$ cat src/rtl/chan_seq_pkg.sv
// Package: shared widths, register addresses, field positions, reset values
// and write masks for the color channel sampling sequencer.
// Assumes an 8-entry bank of 9-bit registers.
package chan_seq_pkg;

    parameter int DATA_W     = 9;
    parameter int ADDR_W     = 3;
    parameter int NUM_REGS   = 1 << ADDR_W;
    parameter int NUM_COLORS = 3;
    parameter int POS_W      = $clog2(NUM_COLORS);

    // Register addresses whose contents the sequencer decodes
    parameter logic [ADDR_W-1:0] ADDR_SETUP = 3'd0;
    parameter logic [ADDR_W-1:0] ADDR_CHAN  = 3'd1;

    // Setup register field positions
    parameter int SETUP_THREE_CH = 5;
    parameter int SETUP_PWR_DN   = 2;

    // Channel register field positions
    parameter int CHAN_ORDER_RGB = 7;
    parameter int CHAN_PICK_RED  = 6;
    parameter int CHAN_PICK_GRN  = 5;
    parameter int CHAN_PICK_BLU  = 4;

    // Select bit positions
    parameter int SEL_RED = 2;
    parameter int SEL_GRN = 1;
    parameter int SEL_BLU = 0;

    // Writable-bit masks: reserved positions are zero
    parameter logic [DATA_W-1:0] SETUP_WMASK = 9'h0FC;
    parameter logic [DATA_W-1:0] CHAN_WMASK  = 9'h0F0;
    parameter logic [DATA_W-1:0] FULL_WMASK  = 9'h1FF;

    // Reset values
    parameter logic [DATA_W-1:0] SETUP_RST = 9'h0F8;
    parameter logic [DATA_W-1:0] CHAN_RST  = 9'h0C0;

    typedef enum logic [2:0] {
        COL_NONE = 3'b000,
        COL_BLU  = 3'b001,
        COL_GRN  = 3'b010,
        COL_RED  = 3'b100
    } color_t;

    // Writable mask for a given register address
    function automatic logic [DATA_W-1:0] wmask_of(input int idx);
        if (idx == int'(ADDR_SETUP)) return SETUP_WMASK;
        if (idx == int'(ADDR_CHAN))  return CHAN_WMASK;
        return FULL_WMASK;
    endfunction

    // Reset value for a given register address
    function automatic logic [DATA_W-1:0] rst_of(input int idx);
        if (idx == int'(ADDR_SETUP)) return SETUP_RST;
        if (idx == int'(ADDR_CHAN))  return CHAN_RST;
        return '0;
    endfunction

endpackage

$ cat src/rtl/csq_regbank.sv
// Register bank: NUM_REGS words of DATA_W bits, written on a strobe, read
// combinationally. Reserved bits are masked on write and reset per address.
// Assumes a single write port; writes are accepted in every power state.
module csq_regbank
    import chan_seq_pkg::*;
(
    input  logic              clk,
    input  logic              rst_n,
    input  logic              wr_en,
    input  logic [ADDR_W-1:0] wr_addr,
    input  logic [DATA_W-1:0] wr_data,
    input  logic [ADDR_W-1:0] rd_addr,
    output logic [DATA_W-1:0] rd_data,
    output logic [DATA_W-1:0] setup_q,
    output logic [DATA_W-1:0] chan_q
);

    logic [DATA_W-1:0] regs_q [NUM_REGS];

    for (genvar gi = 0; gi < NUM_REGS; gi++) begin : g_reg
        localparam logic [DATA_W-1:0] WMASK = wmask_of(gi);
        localparam logic [DATA_W-1:0] RSTV  = rst_of(gi);

        // Load one word on a matching write; restore its reset value on reset
        always_ff @(posedge clk) begin
            if (!rst_n)
                regs_q[gi] <= RSTV;
            else if (wr_en && (wr_addr == ADDR_W'(gi)))
                regs_q[gi] <= wr_data & WMASK;
        end
    end

    // Read-back multiplexer and decoded register taps
    always_comb begin
        rd_data = regs_q[rd_addr];
        setup_q = regs_q[ADDR_SETUP];
        chan_q  = regs_q[ADDR_CHAN];
    end

endmodule

$ cat src/rtl/csq_rotator.sv
// Rotation position counter: steps 0..NUM_COLORS-1 on each enable while
// running, wraps, and returns to 0 on an alignment pulse (which wins).
// Assumes run is low in single-channel mode and in power-down, so the
// position is frozen then.
module csq_rotator
    import chan_seq_pkg::*;
(
    input  logic             clk,
    input  logic             rst_n,
    input  logic             run,
    input  logic             step,
    input  logic             align,
    output logic [POS_W-1:0] pos
);

    localparam logic [POS_W-1:0] LAST = POS_W'(NUM_COLORS - 1);

    logic [POS_W-1:0] pos_q;

    // Advance, wrap or re-align the position
    always_ff @(posedge clk) begin
        if (!rst_n)
            pos_q <= '0;
        else if (run && align)
            pos_q <= '0;
        else if (run && step)
            pos_q <= (pos_q == LAST) ? '0 : pos_q + 1'b1;
    end

    assign pos = pos_q;

endmodule

$ cat src/rtl/csq_select.sv
// Select decoder: turns the rotation position and the channel register
// into a one-hot color select. It applies the order bit in three-channel
// mode and the red > green > blue priority in single-channel mode, and
// forces zero in power-down.
module csq_select
    import chan_seq_pkg::*;
(
    input  logic [POS_W-1:0]  pos,
    input  logic [DATA_W-1:0] chan_q,
    input  logic              three_ch,
    input  logic              pwr_dn,
    output logic [2:0]        sel
);

    color_t rot_col;
    color_t fix_col;

    // Map the rotation position onto a color for the chosen order
    always_comb begin
        unique case (pos)
            POS_W'(0): rot_col = chan_q[CHAN_ORDER_RGB] ? COL_RED : COL_BLU;
            POS_W'(1): rot_col = COL_GRN;
            POS_W'(2): rot_col = chan_q[CHAN_ORDER_RGB] ? COL_BLU : COL_RED;
            default:   rot_col = COL_NONE;
        endcase
    end

    // Priority pick of the fixed color in single-channel mode
    always_comb begin
        if (chan_q[CHAN_PICK_RED])      fix_col = COL_RED;
        else if (chan_q[CHAN_PICK_GRN]) fix_col = COL_GRN;
        else if (chan_q[CHAN_PICK_BLU]) fix_col = COL_BLU;
        else                            fix_col = COL_NONE;
    end

    // Final select with power-down gating
    always_comb begin
        if (pwr_dn)        sel = COL_NONE;
        else if (three_ch) sel = rot_col;
        else               sel = fix_col;
    end

endmodule

$ cat src/rtl/chan_seq_top.sv
// Color channel sampling sequencer top. It joins the register bank, the
// rotation counter and the select decoder. All outputs are combinational
// from registered state, so each stimulus shows up after the edge that
// takes it.
module chan_seq_top
    import chan_seq_pkg::*;
(
    input  logic              clk,
    input  logic              rst_n,
    input  logic              wr_en,
    input  logic [ADDR_W-1:0] wr_addr,
    input  logic [DATA_W-1:0] wr_data,
    input  logic [ADDR_W-1:0] rd_addr,
    output logic [DATA_W-1:0] rd_data,
    input  logic              pix_en,
    input  logic              align_pulse,
    output logic [2:0]        sel_out,
    output logic              three_ch_mode,
    output logic              power_down
);

    logic [DATA_W-1:0] setup_q;
    logic [DATA_W-1:0] chan_q;
    logic [POS_W-1:0]  pos;
    logic              run;
    logic              rgb_order;

    csq_regbank u_regs (
        .clk     (clk),
        .rst_n   (rst_n),
        .wr_en   (wr_en),
        .wr_addr (wr_addr),
        .wr_data (wr_data),
        .rd_addr (rd_addr),
        .rd_data (rd_data),
        .setup_q (setup_q),
        .chan_q  (chan_q)
    );

    // Mode decode from the setup and channel registers
    always_comb begin
        three_ch_mode = setup_q[SETUP_THREE_CH];
        power_down    = setup_q[SETUP_PWR_DN];
        rgb_order     = chan_q[CHAN_ORDER_RGB];
        run           = three_ch_mode && !power_down;
    end

    csq_rotator u_rot (
        .clk   (clk),
        .rst_n (rst_n),
        .run   (run),
        .step  (pix_en),
        .align (align_pulse),
        .pos   (pos)
    );

    csq_select u_sel (
        .pos      (pos),
        .chan_q   (chan_q),
        .three_ch (three_ch_mode),
        .pwr_dn   (power_down),
        .sel      (sel_out)
    );

endmodule

$ cat config.mk
export PLATFORM = sky130hd
export DESIGN_NAME = chan_seq_top
export DESIGN_NICKNAME = d
export VERILOG_FILES = /design/src/rtl/chan_seq_pkg.sv /design/src/rtl/csq_regbank.sv /design/src/rtl/csq_rotator.sv /design/src/rtl/csq_select.sv /design/src/rtl/chan_seq_top.sv
export SDC_FILE = /design/constraint.sdc
export NUM_CORES = 1
export LEC_CHECK = 0
export ABC_AREA = 1
export BUFFER_PORTS_ARGS = -buffer_cell sky130_fd_sc_hd__buf_2
export CORE_ASPECT_RATIO = 0.6
export CORE_MARGIN = 2
export CORE_UTILIZATION = 42
export CTS_CLUSTER_SIZE = 14
export DETAILED_ROUTE_END_ITERATION = 6
export PLACE_DENSITY_LB_ADDON = 0.2
export SYNTH_ARGS = -nofsm -noshare
export SYNTH_HDL_FRONTEND = slang
export SYNTH_SLANG_ARGS = --single-unit
$ cat constraint.sdc
create_clock -name clk -period 1.6 [get_ports clk]
set_input_delay 0.32 -clock clk [delete_from_list [all_inputs] [get_ports clk]]
set_output_delay 0.32 -clock clk [all_outputs]
set_load 0.005 [all_outputs]
==> flow_summary.yaml <==
yosys:
  syn_inst: 408
  synth.distinct_cells: 21
  syn-cell-area_mm2: 0.003410
  synth_warnings: 0
  avgSynthCellArea_um2: 8.357
  syn_nets: 428
  synth_seq_cells: 66
  ys_seq_area_share_pct: 57.54
die:
  die_w_um: 120.3
  dieArea_mm2: 0.008878
  initial_utilization_pct: 43.25
  die_h_um: 73.79
  row_count: 25
  core_mm2: 0.007883
  ios: 34
worst_hold_path:
  worst_hold_path.endpoint: "u_rot.pos[0]"
  min_path_cells: 3
  hp-class: "primary input to register"
  hold_start: "pix_en"
finish:
  num_antenna_cells: 0
  stdcell_count: 570
  final_layout_size_suffix_gt1_share_pct: 20.56
  syn_to_final_growth_pct: 23.63
  ff_latch_area_mm2: 0.001962
  num-fill-cells: 764
  fin_nets: 478
  multi_input_area_mm2: 0.001135
sta:
  finalCriticalPeriod_ns: 1.681
  setup_viol: 5
  finalCritPeriodShare_pct: 105.1
  setup_slack_ns: -0.08092
  fin_skew_ns: 0.002642
  fmax_ghz: 0.5949
  holdWs_ns: 0.2870
  max-slew-margin-rel_pct: 73.36
  hold_viol: 0
  worstMarginPinSlew_ns: 0.3991
  drv_slew: 0
  grt_setup_unrepaired: "true"
worst_setup_path:
  cp.arrival_ns: 1.36
  rrSetupSlack_ns: 0.44
  critical_path_peak_fanout: 4
  rr_startpoint: "u_regs.regs_q[0][5]"
  required_ns: 1.28
  r2r-end: "u_rot.pos[1]"
  start_kind: "register"
  cp-end-kind: "output pin"
  reg2reg_depth: 5
  crit_type: "register to output pin"
placement:
  portBuffers: 33
  dp_slack_ns: 0.1128
  place_hpwl_mm: 6.194
  finalWeightedCongestion: 0.8672
  numPlacedInstances: 553
global_routing:
  antenna_found_initial: 0
  grt_pass1_wl_mm: 14.26
  grt_overflow: 0
  grt_max_degree: 31
  track_usage_pct: 22.32
  grt_pass1_vias: 2592
drt:
  ant_nets: 0
  drt-total-wl_mm: 8.965
  via_per_inst: 4.861
  route.vias.total: 2771
  dr.first_iter.drc_count: 307
  drc_errors: 0
  wl_per_cell_um: 15.73
  dr.pass1.iters: 4
pwr:
  combPwrFrac_pct: 11.5
  power_mw: 4.607
  power.internal_mw: 3.548
  peakVddDrop_mv: 0.5264
  power.leakage_nw: 2.003
  pwr-share-clk_pct: 43.9
  seq_power_share_pct: 44.6
  power_density_mw_per_mm2: 1093
  p_sw_mw: 1.059
  sw_frac_of_total_pct: 22.99
cts:
  cts_buffers: 9
  clkTransAtPathRegs_ns: 0.05
  cts_tree: "built"
  htree_levels: 3
  clockBufferDepth: 2
  hold_buffers: 0
  cts_sinks: 66
  clk_latency_ns: 0.33
  root_buffer: "clkbuf_16"
run_status:
  violations: "setup timing"
  status: "complete, but fails checks"
flow_run:
  max-cap-violations: 0
synthesized netlist by cell type:
| cell type | number | share of area (%) |
|---|---|---|
| dfxtp_1 | 2 | 1.2 |
| o21ai_1 | 2 | 0.29 |
| nor2_1 | 63 | 6.9 |
| inv_1 | 73 | 8.0 |
| clkinv_1 | 1 | 0.11 |
| nand3_2 | 6 | 1.8 |
| clkbuf_1 | 1 | 0.11 |
| nand2_2 | 1 | 0.18 |
| edfxtp_1 | 64 | 56 |
| inv_2 | 4 | 0.44 |
| nand3_1 | 36 | 5.3 |
| a21oi_1 | 3 | 0.44 |
| nand2_1 | 125 | 14 |
| o21ai_0 | 4 | 0.59 |
| nand4_1 | 2 | 0.37 |
| o21a_1 | 3 | 0.66 |
| buf_2 | 9 | 1.3 |
| nor2_2 | 2 | 0.37 |
| nor2_4 | 3 | 0.99 |
| nor3_1 | 1 | 0.15 |
| buf_4 | 3 | 0.66 |
state kept, by name (all words and copies together), names as in the netlist:
register / cells
u_regs.regs_q: 64
u_rot.pos: 2
power by group through the flow:
| stage | logic, mW | registers [mW] | clock network (mW) |
|---|---|---|---|
| after global routing | 0.593 | 2.06 | 2.13 |
| final | 0.531 | 2.05 | 2.02 |
| after CTS | 0.511 | 2.05 | 2.06 |
| after detailed placement | 0.505 | 2.08 | 0 |
| after global placement | 0.500 | 2.08 | 0 |
| after floorplan | 0.288 | 2.07 | 0 |
per-layer routing:
layer	vias to the layer above	wire [um]	GRT usage [%]
met3	7	770	6.677
met5	-	0	0
li1	1371	-	-
met1	1281	4439	34.07
met2	112	3689	30.93
met4	0	65	5.039
worst max-delay path by stage:
stage / depth (start not counted) / slack [ns] / startpoint / to
final: 4 / -0.08 / u_regs.regs_q[0][5] / sel_out[0]
after global routing: 4 / -0.15 / u_regs.regs_q[0][5] / sel_out[0]
after CTS: 7 / -0.04 / u_regs.regs_q[1][7] / rd_data[7]
after detailed placement: 8 / 0.11 / rd_addr[1] / rd_data[1]
after global placement: 8 / 0.13 / rd_addr[1] / rd_data[5]
after floorplan: 2 / 0.13 / wr_addr[1] / u_regs.regs_q[7][0]
area by class of cell:
type                    count  area share, %
clock buffers              11          5.521
clock inverters             4          1.603
inverters                  78          6.946
multi-input cells         251          26.92
flip-flops and latches     66          46.54
well taps                 108          3.206
repair buffers             52          9.261
kinds of logic after synthesis:
kind of cell / after synthesis / synth area share, %
compound gates: 12 / 1.982
buf+inv: 91 / 10.68
simple gates: 239 / 29.80
flops: 66 / 57.54
timing repair:
item / 4_1_cts / 5_1_grt
resized for setup: 2 / 18
setup buffers: 1 / 1
pin swaps: 4 / 10
setup endpoints to repair: 4 / 12
through the flow:
| step | setup TNS, ns | util [%] | area [um^2] |
|---|---|---|---|
| floorplan | 0 | - | 3410 |
| global placement | 0 | 48.73 | 3841 |
| detailed placement | 0 | 48.73 | 3841 |
| CTS | -0.09566 | 52.73 | 4156 |
| global route | -0.7936 | 53.48 | 4215 |
| finish | -0.2291 | 53.48 | 4215 |
worst max-delay path, stage by stage (launching register included):
cell and delay [ns]:
edfxtp_1 0.49, nor2_4 0.20, nand3_2 0.10, a21oi_2 0.13, buf_2 0.12
cell usage in the layout (no fill, tap or decap), types with 4 or more instances in the layout:
cell and n:
nand3_2 12, nand2_1 121, inv_1 69, inv_2 8
buf_12 6, buf_4 11, nor2_1 62, buf_2 33
nand2_2 5, nor2_4 4, nand3_1 30, edfxtp_1 64
clkbuf_16 9
No activity file was read; power rests on OpenSTA's default activity.
